<file path="src/rtl/wdog_pkg.sv">
package wdog_pkg;
   localparam int unsigned ADDR_W = 12;

   localparam logic [ADDR_W-1:0] KICK_OFS   = 12'h000;
   localparam logic [ADDR_W-1:0] CSR_OFS    = 12'h000;
   localparam logic [ADDR_W-1:0] IVAL_OFS   = 12'h008;
   localparam logic [ADDR_W-1:0] DL_LO_OFS  = 12'h010;
   localparam logic [ADDR_W-1:0] DL_HI_OFS  = 12'h014;
   localparam logic [ADDR_W-1:0] IDENT_OFS  = 12'hFCC;

   typedef struct packed {
      logic kick;
      logic csr;
      logic ival;
      logic dl_lo;
      logic dl_hi;
   } wr_strobe_t;
endpackage

</file>
<file path="src/rtl/wdog_decode.sv">
module wdog_decode
   import wdog_pkg::*;
(
   input  logic              kick_sel,
   input  logic              ctrl_sel,
   input  logic              wr_en,
   input  logic [ADDR_W-1:0] addr,
   output wr_strobe_t        stb
);
   always_comb begin
      stb = '0;
      if (wr_en && kick_sel && !ctrl_sel && addr == KICK_OFS)
         stb.kick = 1'b1;
      if (wr_en && ctrl_sel && !kick_sel) begin
         case (addr)
            CSR_OFS:   stb.csr   = 1'b1;
            IVAL_OFS:  stb.ival  = 1'b1;
            DL_LO_OFS: stb.dl_lo = 1'b1;
            DL_HI_OFS: stb.dl_hi = 1'b1;
            default:   ;
         endcase
      end
   end
endmodule

</file>
<file path="src/rtl/wdog_core.sv">
module wdog_core
   import wdog_pkg::*;
#(
   parameter int unsigned CNT_W   = 64,
   parameter int unsigned IVAL_W  = 32,
   parameter int unsigned DATA_W  = 32,
   parameter bit          OUT_REG = 1'b0
) (
   input  logic              clk,
   input  logic              rst_n,
   input  wr_strobe_t        stb,
   input  logic [DATA_W-1:0] wdata,
   input  logic [CNT_W-1:0]  cnt,
   output logic              en_q,
   output logic              warn_q,
   output logic              fin_q,
   output logic [IVAL_W-1:0] ival_q,
   output logic [CNT_W-1:0]  dl_q,
   output logic              warn_o,
   output logic              final_o
);
   localparam int unsigned HI_W = CNT_W - DATA_W;

   logic [IVAL_W-1:0] ival_src;
   logic [CNT_W-1:0]  rearm_val;
   logic              rearm;
   logic              disarm;
   logic              expire;

   assign ival_src  = stb.ival ? wdata[IVAL_W-1:0] : ival_q;
   assign rearm_val = cnt + CNT_W'(ival_src);
   assign rearm     = stb.kick | stb.ival | (stb.csr & wdata[0] & ~en_q);
   assign disarm    = stb.csr & ~wdata[0];
   assign expire    = en_q & (cnt >= dl_q);

   always_ff @(posedge clk or negedge rst_n) begin
      if (!rst_n) begin
         en_q   <= 1'b0;
         warn_q <= 1'b0;
         fin_q  <= 1'b0;
         ival_q <= '0;
         dl_q   <= '0;
      end else begin
         if (stb.csr)  en_q   <= wdata[0];
         if (stb.ival) ival_q <= wdata[IVAL_W-1:0];
         if (disarm) begin
            warn_q <= 1'b0;
            fin_q  <= 1'b0;
         end else if (rearm) begin
            dl_q   <= rearm_val;
            warn_q <= 1'b0;
            fin_q  <= 1'b0;
         end else if (expire) begin
            if (!warn_q) begin
               warn_q <= 1'b1;
               dl_q   <= rearm_val;
            end else begin
               fin_q  <= 1'b1;
            end
         end
         if (stb.dl_lo) dl_q[DATA_W-1:0]     <= wdata;
         if (stb.dl_hi) dl_q[CNT_W-1:DATA_W] <= wdata[HI_W-1:0];
      end
   end

   generate
      if (OUT_REG) begin : g_out_reg
         always_ff @(posedge clk or negedge rst_n) begin
            if (!rst_n) begin
               warn_o  <= 1'b0;
               final_o <= 1'b0;
            end else begin
               warn_o  <= warn_q;
               final_o <= fin_q;
            end
         end
      end else begin : g_out_direct
         assign warn_o  = warn_q;
         assign final_o = fin_q;
      end
   endgenerate

   // no flag may be live while the enable is off
   assert_disabled_quiet_R7: assert property (@(posedge clk) disable iff (!rst_n)
      !en_q |-> (!warn_q && !fin_q));

   // escalation order
   assert_stage_order_R6: assert property (@(posedge clk) disable iff (!rst_n)
      fin_q |-> warn_q);

   // a kick always clears both stages
   assert_kick_clears_R1: assert property (@(posedge clk) disable iff (!rst_n)
      stb.kick |=> (!warn_q && !fin_q));

   // interval write lands in the register
   assert_ival_store_R3: assert property (@(posedge clk) disable iff (!rst_n)
      stb.ival |=> ival_q == $past(wdata[IVAL_W-1:0]));

   // first expiry raises warning and pushes the deadline one interval on
   assert_first_expiry_R5: assert property (@(posedge clk) disable iff (!rst_n)
      (en_q && !warn_q && cnt >= dl_q && !stb.kick && !stb.ival && !stb.csr
       && !stb.dl_lo && !stb.dl_hi)
      |=> (warn_q && dl_q == $past(cnt) + CNT_W'($past(ival_q))));
endmodule

</file>
<file path="src/rtl/wdog_rdmux.sv">
module wdog_rdmux
   import wdog_pkg::*;
#(
   parameter int unsigned    CNT_W      = 64,
   parameter int unsigned    IVAL_W     = 32,
   parameter int unsigned    DATA_W     = 32,
   parameter logic [31:0]    ID_CONTROL = 32'h0D06_2C01,
   parameter logic [31:0]    ID_KICK    = 32'h0D06_2C02
) (
   input  logic              kick_sel,
   input  logic              ctrl_sel,
   input  logic [ADDR_W-1:0] addr,
   input  logic              en_q,
   input  logic              warn_q,
   input  logic              fin_q,
   input  logic [IVAL_W-1:0] ival_q,
   input  logic [CNT_W-1:0]  dl_q,
   output logic [DATA_W-1:0] rdata
);
   always_comb begin
      rdata = '0;
      if (ctrl_sel && !kick_sel) begin
         case (addr)
            CSR_OFS:   rdata = DATA_W'({fin_q, warn_q, en_q});
            IVAL_OFS:  rdata = DATA_W'(ival_q);
            DL_LO_OFS: rdata = dl_q[DATA_W-1:0];
            DL_HI_OFS: rdata = DATA_W'(dl_q[CNT_W-1:DATA_W]);
            IDENT_OFS: rdata = DATA_W'(ID_CONTROL);
            default:   rdata = '0;
         endcase
      end else if (kick_sel && !ctrl_sel) begin
         if (addr == IDENT_OFS) rdata = DATA_W'(ID_KICK);
      end
   end
endmodule

</file>
<file path="src/rtl/wdog_twostage.sv">
module wdog_twostage
   import wdog_pkg::*;
#(
   parameter int unsigned CNT_W      = 64,
   parameter int unsigned IVAL_W     = 32,
   parameter int unsigned DATA_W     = 32,
   parameter bit          OUT_REG    = 1'b0,
   parameter logic [31:0] ID_CONTROL = 32'h0D06_2C01,
   parameter logic [31:0] ID_KICK    = 32'h0D06_2C02
) (
   input  logic              clk,
   input  logic              rst_n,
   input  logic              kick_sel_i,
   input  logic              ctrl_sel_i,
   input  logic              wr_en_i,
   input  logic [11:0]       addr_i,
   input  logic [31:0]       wdata_i,
   output logic [31:0]       rdata_o,
   input  logic [63:0]       syscnt_i,
   output logic              warn_o,
   output logic              final_o
);
   generate
      if (DATA_W != 32) begin : g_chk_data
         $error("wdog_twostage: bus data must be 32 bits");
      end
      if (CNT_W != 2 * DATA_W) begin : g_chk_cnt
         $error("wdog_twostage: count must be two bus words wide");
      end
      if (IVAL_W > DATA_W || IVAL_W == 0) begin : g_chk_ival
         $error("wdog_twostage: interval must fit in one bus word");
      end
   endgenerate

   wr_strobe_t        stb;
   logic              en_q, warn_q, fin_q;
   logic [IVAL_W-1:0] ival_q;
   logic [CNT_W-1:0]  dl_q;

   wdog_decode i_decode (
      .kick_sel (kick_sel_i),
      .ctrl_sel (ctrl_sel_i),
      .wr_en    (wr_en_i),
      .addr     (addr_i),
      .stb      (stb)
   );

   wdog_core #(
      .CNT_W   (CNT_W),
      .IVAL_W  (IVAL_W),
      .DATA_W  (DATA_W),
      .OUT_REG (OUT_REG)
   ) i_core (
      .clk     (clk),
      .rst_n   (rst_n),
      .stb     (stb),
      .wdata   (wdata_i),
      .cnt     (syscnt_i),
      .en_q    (en_q),
      .warn_q  (warn_q),
      .fin_q   (fin_q),
      .ival_q  (ival_q),
      .dl_q    (dl_q),
      .warn_o  (warn_o),
      .final_o (final_o)
   );

   wdog_rdmux #(
      .CNT_W      (CNT_W),
      .IVAL_W     (IVAL_W),
      .DATA_W     (DATA_W),
      .ID_CONTROL (ID_CONTROL),
      .ID_KICK    (ID_KICK)
   ) i_rdmux (
      .kick_sel (kick_sel_i),
      .ctrl_sel (ctrl_sel_i),
      .addr     (addr_i),
      .en_q     (en_q),
      .warn_q   (warn_q),
      .fin_q    (fin_q),
      .ival_q   (ival_q),
      .dl_q     (dl_q),
      .rdata    (rdata_o)
   );
endmodule

</file>
<file path="config.mk">
export PLATFORM = sky130hd
export DESIGN_NAME = wdog_twostage
export DESIGN_NICKNAME = d
export VERILOG_FILES = /design/src/rtl/wdog_pkg.sv /design/src/rtl/wdog_decode.sv /design/src/rtl/wdog_core.sv /design/src/rtl/wdog_rdmux.sv /design/src/rtl/wdog_twostage.sv
export SDC_FILE = /design/constraint.sdc
export NUM_CORES = 1
export LEC_CHECK = 0
export ABC_AREA = 1
export CORE_UTILIZATION = 50
export CTS_BUF_LIST = sky130_fd_sc_hd__clkbuf_4 sky130_fd_sc_hd__clkbuf_8
export DETAILED_ROUTE_END_ITERATION = 10
export DONT_BUFFER_PORTS = 1
export HOLD_SLACK_MARGIN = 0.02
export SYNTH_ARGS = -nofsm -noshare
export SYNTH_HDL_FRONTEND = slang
export SYNTH_HIERARCHICAL = 1
export SYNTH_SLANG_ARGS = --single-unit
export TNS_END_PERCENT = 1
</file>
<file path="constraint.sdc">
create_clock -name clk -period 2.7 [get_ports clk]
set_input_delay 0.135 -clock clk [delete_from_list [all_inputs] [get_ports clk]]
set_output_delay 0.135 -clock clk [all_outputs]
set_load 0.05 [all_outputs]
</file>
Word level (Yosys, flattened, before mapping)
Cells that the tools add are included.
{"block": "word_totals", "in_bits": 113, "ff_bits": 99, "word_cells": 65}
{"block": "classes", "addsub": 1, "eq_ne": 8, "order_cmp": 1, "n_bitwise": 8, "reduce_logical": 17, "n_mux": 24}
{"cell": "64-bit two-way mux", "n": 4}
{"cell": "32-bit two-way mux", "n": 5}
{"cell": "32-bit case mux with 5 select lines", "n": 1}
{"cell": "64-bit by 32-bit adder with 64-bit output", "n": 1}
{"cell": "64-bit >= comparator", "n": 1}
{"cell": "28-bit two-way mux", "n": 1}
{"cell": "12-bit by 5-bit == test with 1-bit output (second input constant)", "n": 2}
{"cell": "12-bit == test (second input constant)", "n": 1}
{"cell": "12-bit by 4-bit == test with 1-bit output (second input constant)", "n": 1}
{"cell": "12-bit zero test", "n": 1}
{"cell": "1-bit two-way mux", "n": 12}
{"cell": "3-bit nonzero test", "n": 4}
{"cell": "1-bit logical AND", "n": 7}
{"cell": "3-bit by 2-bit != test with 1-bit output (second input constant)", "n": 2}
{"cell": "3-bit AND reduction", "n": 2}
{"cell": "1-bit bitwise AND", "n": 4}
{"cell": "4-bit two-way mux", "n": 1}
{"cell": "2-bit by 1-bit != test with 1-bit output (second input constant)", "n": 2}
{"cell": "1-bit zero test", "n": 2}
{"cell": "1-bit NOT", "n": 2}
{"cell": "1-bit OR", "n": 2}
{"cell": "2-bit AND reduction", "n": 1}

Longest topological paths before layout
Gate-level depths: netlist (run 1).
{"block": "logic_depth", "word_depth": 10, "depth_mapped": 30, "ltp_nobuf": 28}

By module
Netlist (run 1), hierarchy kept.
{"mod": "wdog_core", "n_inst": 1, "area_each_um2": 10646.5, "cells_each": 1826, "seq_area_each_um2": 2477.4}
{"mod": "wdog_rdmux", "n_inst": 1, "area_each_um2": 1154.9, "cells_each": 250, "seq_area_each_um2": 0.0}
{"mod": "wdog_decode", "n_inst": 1, "area_each_um2": 123.9, "cells_each": 30, "seq_area_each_um2": 0.0}

Least setup slack after synthesis (run 1)
OpenSTA, ideal clock, no wires.
{"block": "synth_path", "path_type": "input port to flip-flop", "start": "input addr_i[1]", "end": "register i_core.dl_q[60]", "t_required_ns": 2.584, "path_slack_ns": -0.442, "stages": 27, "arrival_ns": 3.025, "n_path_buf": 1, "cell_sequence": "nor2_2 nand2_1 nor2_2 nand2_1 nor2_1 clkbuf_1 clkinv_1 o21ai_0 ha_1 inv_1 fa_1 inv_1 nand3_1 nand2_2 nand2_1 nand2_2 nand2_1 nand2_1 nand2_1 nand2_1 nand2_1 nand3_1 nand2_1 nand2_1 nand2_1 nand2_1 nand2_1"}
{"element": "from (decl)", "line": "wdog_twostage.sv:16", "rtl": "input logic [11:0] addr_i,"}
{"element": "to (signal assigned)", "line": "wdog_core.sv:50", "rtl": "dl_q <= rearm_val;"}
{"element": "to (signal assigned)", "line": "wdog_core.sv:56", "rtl": "dl_q <= rearm_val;"}
{"element": "to (signal, indexed assignment)", "line": "wdog_core.sv:61", "rtl": "if (stb.dl_lo) dl_q[DATA_W-1:0] <= wdata;"}
{"element": "to (decl)", "line": "wdog_core.sv:18", "rtl": "output logic [CNT_W-1:0] dl_q,"}

==> impl_metrics.env, run 1 <==
export IMPL_whs_ns=0.0186
export IMPL_required_ns=3.04
export IMPL_drive_gt1_share_pct=21.5
export IMPL_portBuffers=0
export IMPL_final_antenna_net_count=0
export IMPL_yosysSeqAreaShare_pct=20.8
export IMPL_peakVddDrop_uv=236
export IMPL_layout_common_cells="nand2_1 (867), inv_1 (314), buf_4 (216)"
export IMPL_ioPinCount=147
export IMPL_first_iter_violations=1615
export IMPL_gr_usage_all_layers_pct=44.4
export IMPL_clock_sinks=99
export IMPL_max_freq_ghz=0.349
export IMPL_fin_setup_tns_ns=-2.10
export IMPL_finClkSkew_ns=0.0248
export IMPL_vias_per_cell=5.53
export IMPL_die_y_um=156
export IMPL_seqCellArea_sq_um=2480
export IMPL_cp_max_fo=7
export IMPL_crit_type="primary input to flop"
export IMPL_place_congestion=1.04
export IMPL_clockRootBuffer="clkbuf_8"
export IMPL_die_w_um=156
export IMPL_num_rows=56
export IMPL_critPathCaptureType="flop"
export IMPL_synth_edff_count=0
export IMPL_vias=14800
export IMPL_finalCritPeriodShare_pct=106
export IMPL_areaGrowthSynthToFinish_pct=30.8
export IMPL_syn_area_per_cell_sq_um=5.66
export IMPL_leakage_nw=8.47
export IMPL_drcViolationCount=0
export IMPL_dpl_hpwl_um=42600
export IMPL_cap_violations=0
export IMPL_hold_viol=0
export IMPL_async_flop_share_pct=100
export IMPL_drv_slew=0
export IMPL_status="finished with violations"
export IMPL_dr_pass1_iters=8
export IMPL_synthCells=2106
export IMPL_finalSetupViolations=32
export IMPL_grt_pass1_wl_um=78700
export IMPL_finalWirelength_um=57600
export IMPL_grt_max_degree=100
export IMPL_violations="negative setup slack"
export IMPL_grt_pass1_vias=13400
export IMPL_synth_fp_nets=2316
export IMPL_netlist_area_sq_um=11900
export IMPL_slew_headroom_pct=26.8
export IMPL_synth_seq_cells=99
export IMPL_start_util_pct=51.0
export IMPL_powerDensity_nw_per_um2=207
export IMPL_period_needed_ns=2.86
export IMPL_yosysWarnings=6
export IMPL_finalWorstSetupSlack_ns=-0.165
export IMPL_startpoint_type="primary input"
export IMPL_rsz0062_at_grt="yes"
export IMPL_antenna_found_initial=2
export IMPL_htreeDepth=3
export IMPL_wire_per_inst_um=21.6
export IMPL_critPathArrivalTime_ns=3.20
export IMPL_tightest_slew_ns=1.09
export IMPL_fillers=2159
export IMPL_nNetsFinal=2555
export IMPL_multiInputGateArea_sq_um=8810
export IMPL_cts_buffers=9
export IMPL_synth_flop_cell="dfrtp_1"
export IMPL_grt_ovfl_total=0
export IMPL_insertion_delay_ns=0.41
export IMPL_cts_max_path_buffers=2
export IMPL_final_common_cell="nand2_1"
export IMPL_min_path_type="primary input to flop"
export IMPL_path_clk_slew_ns=0.13
export IMPL_synth_cell_types=43
export IMPL_coreArea_sq_um=23400
export IMPL_dieArea_sq_um=24500
export IMPL_cts_tree="built"
## per-stage QoR
step / util [%] / total power [W] / instance area [sq um] / setup WS (ns) / std cells
after floorplan: - / 0.00183 / 12000 / -0.0206 / 2106
after global placement: 59.0 / 0.00198 / 13800 / -0.715 / 2590
after detailed placement: 59.0 / 0.00199 / 13800 / -0.733 / 2590
after CTS: 62.2 / 0.00316 / 14500 / -0.0214 / 2651
after global routing: 66.6 / 0.00334 / 15600 / -0.300 / 2670
final: 66.6 / 0.00322 / 15600 / -0.165 / 2672
## worst paths after layout
path	startpoint	end	slack [ns]	cells past startpoint
hold reg to reg	i_core/ival_q[29]	i_core/ival_q[29]	0.51	2
hold / removal	wdata_i[16]	i_core/dl_q[16]	0.02	4
setup / recovery	addr_i[1]	i_core/dl_q[41]	-0.16	23
max in group asynchronous	rst_n	i_core/dl_q[58]	1.88	2
setup reg to reg	i_core/dl_q[45]	i_core/dl_q[8]	0.06	15
min in group asynchronous	rst_n	i_core/ival_q[11]	0.36	2
## critical path, cell delays in order
cell and delay (ns):
nor2_4 0.10, nand2_2 0.07, nor2_4 0.12, nand2_2 0.09
nor2_4 0.21, buf_12 0.24, clkinv_16 0.10, or2_2 0.31
o21ai_4 0.09, inv_2 0.07, ha_4 0.27, nand2_1 0.04
nor2_1 0.09, nand3_1 0.07, nand3b_1 0.28, nand3_2 0.20
nand3_2 0.12, nand2_1 0.06, nand2_2 0.12, nand2_1 0.08
nand2_1 0.10, nand3_1 0.11, nand2_1 0.10
## layer usage
layer / track usage [%] / wire length (um)
met5: 0 / 0
met2: 71.1 / 25000
met4: 27.3 / 4450
met1: 55.7 / 21900
met3: 7.73 / 6310
## sequential cells by signal, summed over array words and instances (netlist names)
signal	flops
i_core/dl_q	64
i_core/ival_q	32
i_core/en_q	1
i_core/fin_q	1
i_core/warn_o	1
## where the power goes
part	internal [W]	switching [W]
Combinational	0.000283	0.000390
Sequential	0.00148	0.00000236
Clock	0.000381	0.000684
## synthesized netlist by cell type, types with 3 or more instances
cell type	number	share of area, %
a21o_1	3	0.19
a21oi_1	68	2.9
buf_2	4	0.17
buf_4	13	0.82
buf_6	12	1.1
clkbuf_1	20	0.63
dfrtp_1	99	21
ha_1	96	10
inv_1	323	10
inv_2	5	0.16
nand2_1	949	30
nand2_2	22	1.2
nand2_4	4	0.38
nand3_1	138	5.8
nand3_2	5	0.42
nand3b_1	15	0.94
nand4_1	24	1.3
nor2_1	171	5.4
nor2_2	11	0.58
nor2_4	4	0.38
nor3_1	13	0.55
nor3_2	3	0.25
o21ai_0	50	2.1
or2_2	7	0.37
xnor2_1	22	1.6
xor2_1	3	0.22
## cell families after synthesis
group                    synth area share, %
AO/OA/AOI/OAI                           5.88
XOR/XNOR                                1.84
adder cells (fa/ha/maj)                 10.2
buffers and inverters                   13.1
AND/OR/NAND/NOR                         48.1
flip-flops                              20.8
## area by class of cell
cell class              instances  share of cell area (%)
repair buffers                274                    15.4
clock inverters                 6                   0.353
multi-input cells            1628                    56.5
flip-flops and latches         99                    15.9
well taps                     319                    2.56
diodes                          3                  0.0481
repair inverters                3                   0.249
clock buffers                  10                   0.883
inverters                     330                    8.11
## what timing repair did
item | in CTS | in global routing
buffers inserted | 5 | 11
endpoints found under the hold margin | 186 | 0
gates cloned | 1 | 7
gates resized for setup | 23 | 198
hold buffers | 39 | 0
pin swaps | 5 | 46
endpoints found under the setup margin | 46 | 64
No activity file was read; power rests on OpenSTA's default activity.
==> run 2: changes to the inputs <==
--- a/config.mk
+++ b/config.mk
@@ -7,10 +7,11 @@
 export LEC_CHECK = 0
 export ABC_AREA = 1
 export CORE_UTILIZATION = 50
-export CTS_BUF_LIST = sky130_fd_sc_hd__clkbuf_4 sky130_fd_sc_hd__clkbuf_8
 export DETAILED_ROUTE_END_ITERATION = 10
 export DONT_BUFFER_PORTS = 1
 export HOLD_SLACK_MARGIN = 0.02
+export REMOVE_ABC_BUFFERS = 1
+export SETUP_SLACK_MARGIN = 0.15
 export SYNTH_ARGS = -nofsm -noshare
 export SYNTH_HDL_FRONTEND = slang
 export SYNTH_HIERARCHICAL = 1
==> run 2 against run 1 <==
The flow now finishes without violations; count of clock-buffer cells in the layout decreased by 1; cell count decreased by 0.79%; routed wire length decreased by 7.8%; total power increased by 16%; cell area increased by 2.8%; register-to-register slack improved by 0.09 ns; first-iteration DRC count decreased by 9.2%; global-route usage decreased by 2.9 points; setup slack improved by 0.18 ns; largest cell class unchanged; largest power group is now clock.
==> impl_metrics.env, run 2 (synthesis gave the netlist of run 1 again) <==
export IMPL_startpoint_type="primary input"
export IMPL_regMostFlops="i_core/dl_q"
export IMPL_slew_headroom_pct=45.3
export IMPL_clockRootBuffer="clkbuf_16"
export IMPL_drv_slew=0
export IMPL_timing_rr_start="i_core/ival_q[0]"
export IMPL_place_congestion=1.01
export IMPL_portBuffers=0
export IMPL_wire_per_inst_um=20.0
export IMPL_insertion_delay_ns=0.37
export IMPL_final_util_pct=68.5
export IMPL_nNetsFinal=2537
export IMPL_tightest_slew_ns=0.818
export IMPL_status="completed"
export IMPL_max_freq_ghz=0.373
export IMPL_crit_type="primary input to flop"
export IMPL_num_rows=56
export IMPL_n_antenna_cell=0
export IMPL_ioPinCount=147
export IMPL_vias=14500
export IMPL_antenna_found_initial=1
export IMPL_placed_cells=2574
export IMPL_cts_max_path_buffers=2
export IMPL_r2r_cells=19
export IMPL_critPathCaptureType="flop"
export IMPL_die_y_um=156
export IMPL_cap_violations=0
export IMPL_path_clk_slew_ns=0.09
export IMPL_hold_path_depth=3
export IMPL_whs_endpoint="i_core/ival_q[12]"
export IMPL_final_antenna_net_count=0
export IMPL_period_needed_ns=2.68
export IMPL_fin_setup_tns_ns=0
export IMPL_worstSetupStartpoint="addr_i[6]"
export IMPL_dpl_hpwl_um=39500
export IMPL_hp_start="wdata_i[12]"
export IMPL_largest_reg_flops=64
export IMPL_stdcell_area_sq_um=16000
export IMPL_critPathArrivalTime_ns=2.96
export IMPL_final_common_cell="nand2_1"
export IMPL_cts_buffers=9
export IMPL_grt_pass1_wl_um=75200
export IMPL_instances_no_fill=2651
export IMPL_finalSetupViolations=0
export IMPL_largestRegisters="i_core/dl_q: 64 flops, i_core/ival_q: 32 flops"
export IMPL_htreeDepth=3
export IMPL_leakage_nw=8.56
export IMPL_layout_common_cells="nand2_1 (800), inv_1 (313), buf_4 (198)"
export IMPL_vias_per_cell=5.48
export IMPL_start_util_pct=51.0
export IMPL_first_iter_violations=1467
export IMPL_die_w_um=156
export IMPL_gr_usage_all_layers_pct=41.6
export IMPL_peakVddDrop_uv=232
export IMPL_reg2reg_to="i_core/dl_q[52]"
export IMPL_hold_viol=0
export IMPL_powerDensity_nw_per_um2=233
export IMPL_cts_tree="built"
export IMPL_min_path_type="primary input to flop"
export IMPL_grt_ovfl_total=0
export IMPL_dr_pass1_iters=5
export IMPL_rsz0062_at_grt="yes"
export IMPL_clock_sinks=99
export IMPL_r2r_slack_ns=0.15
export IMPL_cp_max_fo=8
export IMPL_coreArea_sq_um=23400
export IMPL_areaGrowthSynthToFinish_pct=34.4
export IMPL_required_ns=2.97
export IMPL_finalCritPeriodShare_pct=99.4
export IMPL_grt_max_degree=100
export IMPL_drive_gt1_share_pct=25.3
export IMPL_finalWirelength_um=53100
export IMPL_grt_pass1_vias=13500
export IMPL_dieArea_sq_um=24500
export IMPL_finClkSkew_ns=0.0135
export IMPL_place_area_sq_um=13600
export IMPL_drcViolationCount=0
## run 2: worst max path at each step
| stage | to | slack, ns | cells past startpoint |
|---|---|---|---|
| finish | i_core/dl_q[42] | 0.02 | 25 |
| CTS | i_core/dl_q[19] | -0.007 | 20 |
| detailed placement | i_core/dl_q[56] | -0.71 | 23 |
| global route | i_core/dl_q[19] | -0.12 | 26 |
| global placement | i_core/dl_q[56] | -0.65 | 23 |
| floorplan | i_core/dl_q[60] | -1.90 | 26 |
## run 2: final cells by class
type	count	area (sq um)
clock buffers	9	225
clock inverters	7	105
fillers	2135	7370
inverters	330	1250
multi-input cells	1628	9220
flip-flops and latches	99	2480
well taps	319	399
repair buffers	259	2350
## run 2: through the flow
step	hold WS, ns	worst slack [ns]	total power (W)
after floorplan	-0.161	-1.90	0.00183
after CTS	0.0238	-0.00654	0.00366
after detailed placement	-0.154	-0.713	0.00198
final	0.0269	0.0154	0.00374
after global routing	0.0276	-0.116	0.00386
after global placement	-0.157	-0.652	0.00197
## run 2: timing repair
item                                    in CTS  in global routing
hold buffers                                35                  0
endpoints found under the setup margin      64                 64
gates cloned                                 1                  4
endpoints found under the hold margin      163                  0
pin swaps                                   21                100
resized for setup                          153                217
setup buffers                                6                 15
## run 2: metal layers
metal / track usage [%] / vias to the layer above / share of wire [%]
met4: 15.5 / 2 / 3.0
met3: 13.3 / 118 / 11
met5: 0 / - / 0.024
met1: 50.8 / 6745 / 40
li1: - / 6902 / -
met2: 68.0 / 759 / 46
## run 2: power breakdown
| group | switching, W | total (W) | internal, W | leakage [nW] |
|---|---|---|---|---|
| Combinational | 0.000394 | 0.000683 | 0.000289 | 7.03 |
| Clock | 0.000733 | 0.00157 | 0.000834 | 0.159 |
| Sequential | 0.00000267 | 0.00149 | 0.00148 | 1.37 |
| Total | 0.00113 | 0.00374 | 0.00261 | 8.56 |
## run 2: worst max-delay path, stage by stage
cell      delay (ns)
nor2_4          0.09
nand2_2         0.07
nor2_4          0.11
nand2_2         0.07
nor2_4          0.12
buf_4           0.13
buf_8           0.14
buf_12          0.15
nand2_1         0.07
nand2_2         0.09
ha_4            0.24
nand2_2         0.08
nand2_2         0.08
inv_1           0.09
nand2_2         0.08
nand3b_1        0.31
buf_4           0.22
nand3_1         0.09
nand3_1         0.09
nand2_1         0.08
nand2_2         0.12
nand2_1         0.09
nand2_1         0.06
nand3_1         0.09
nand2_1         0.06
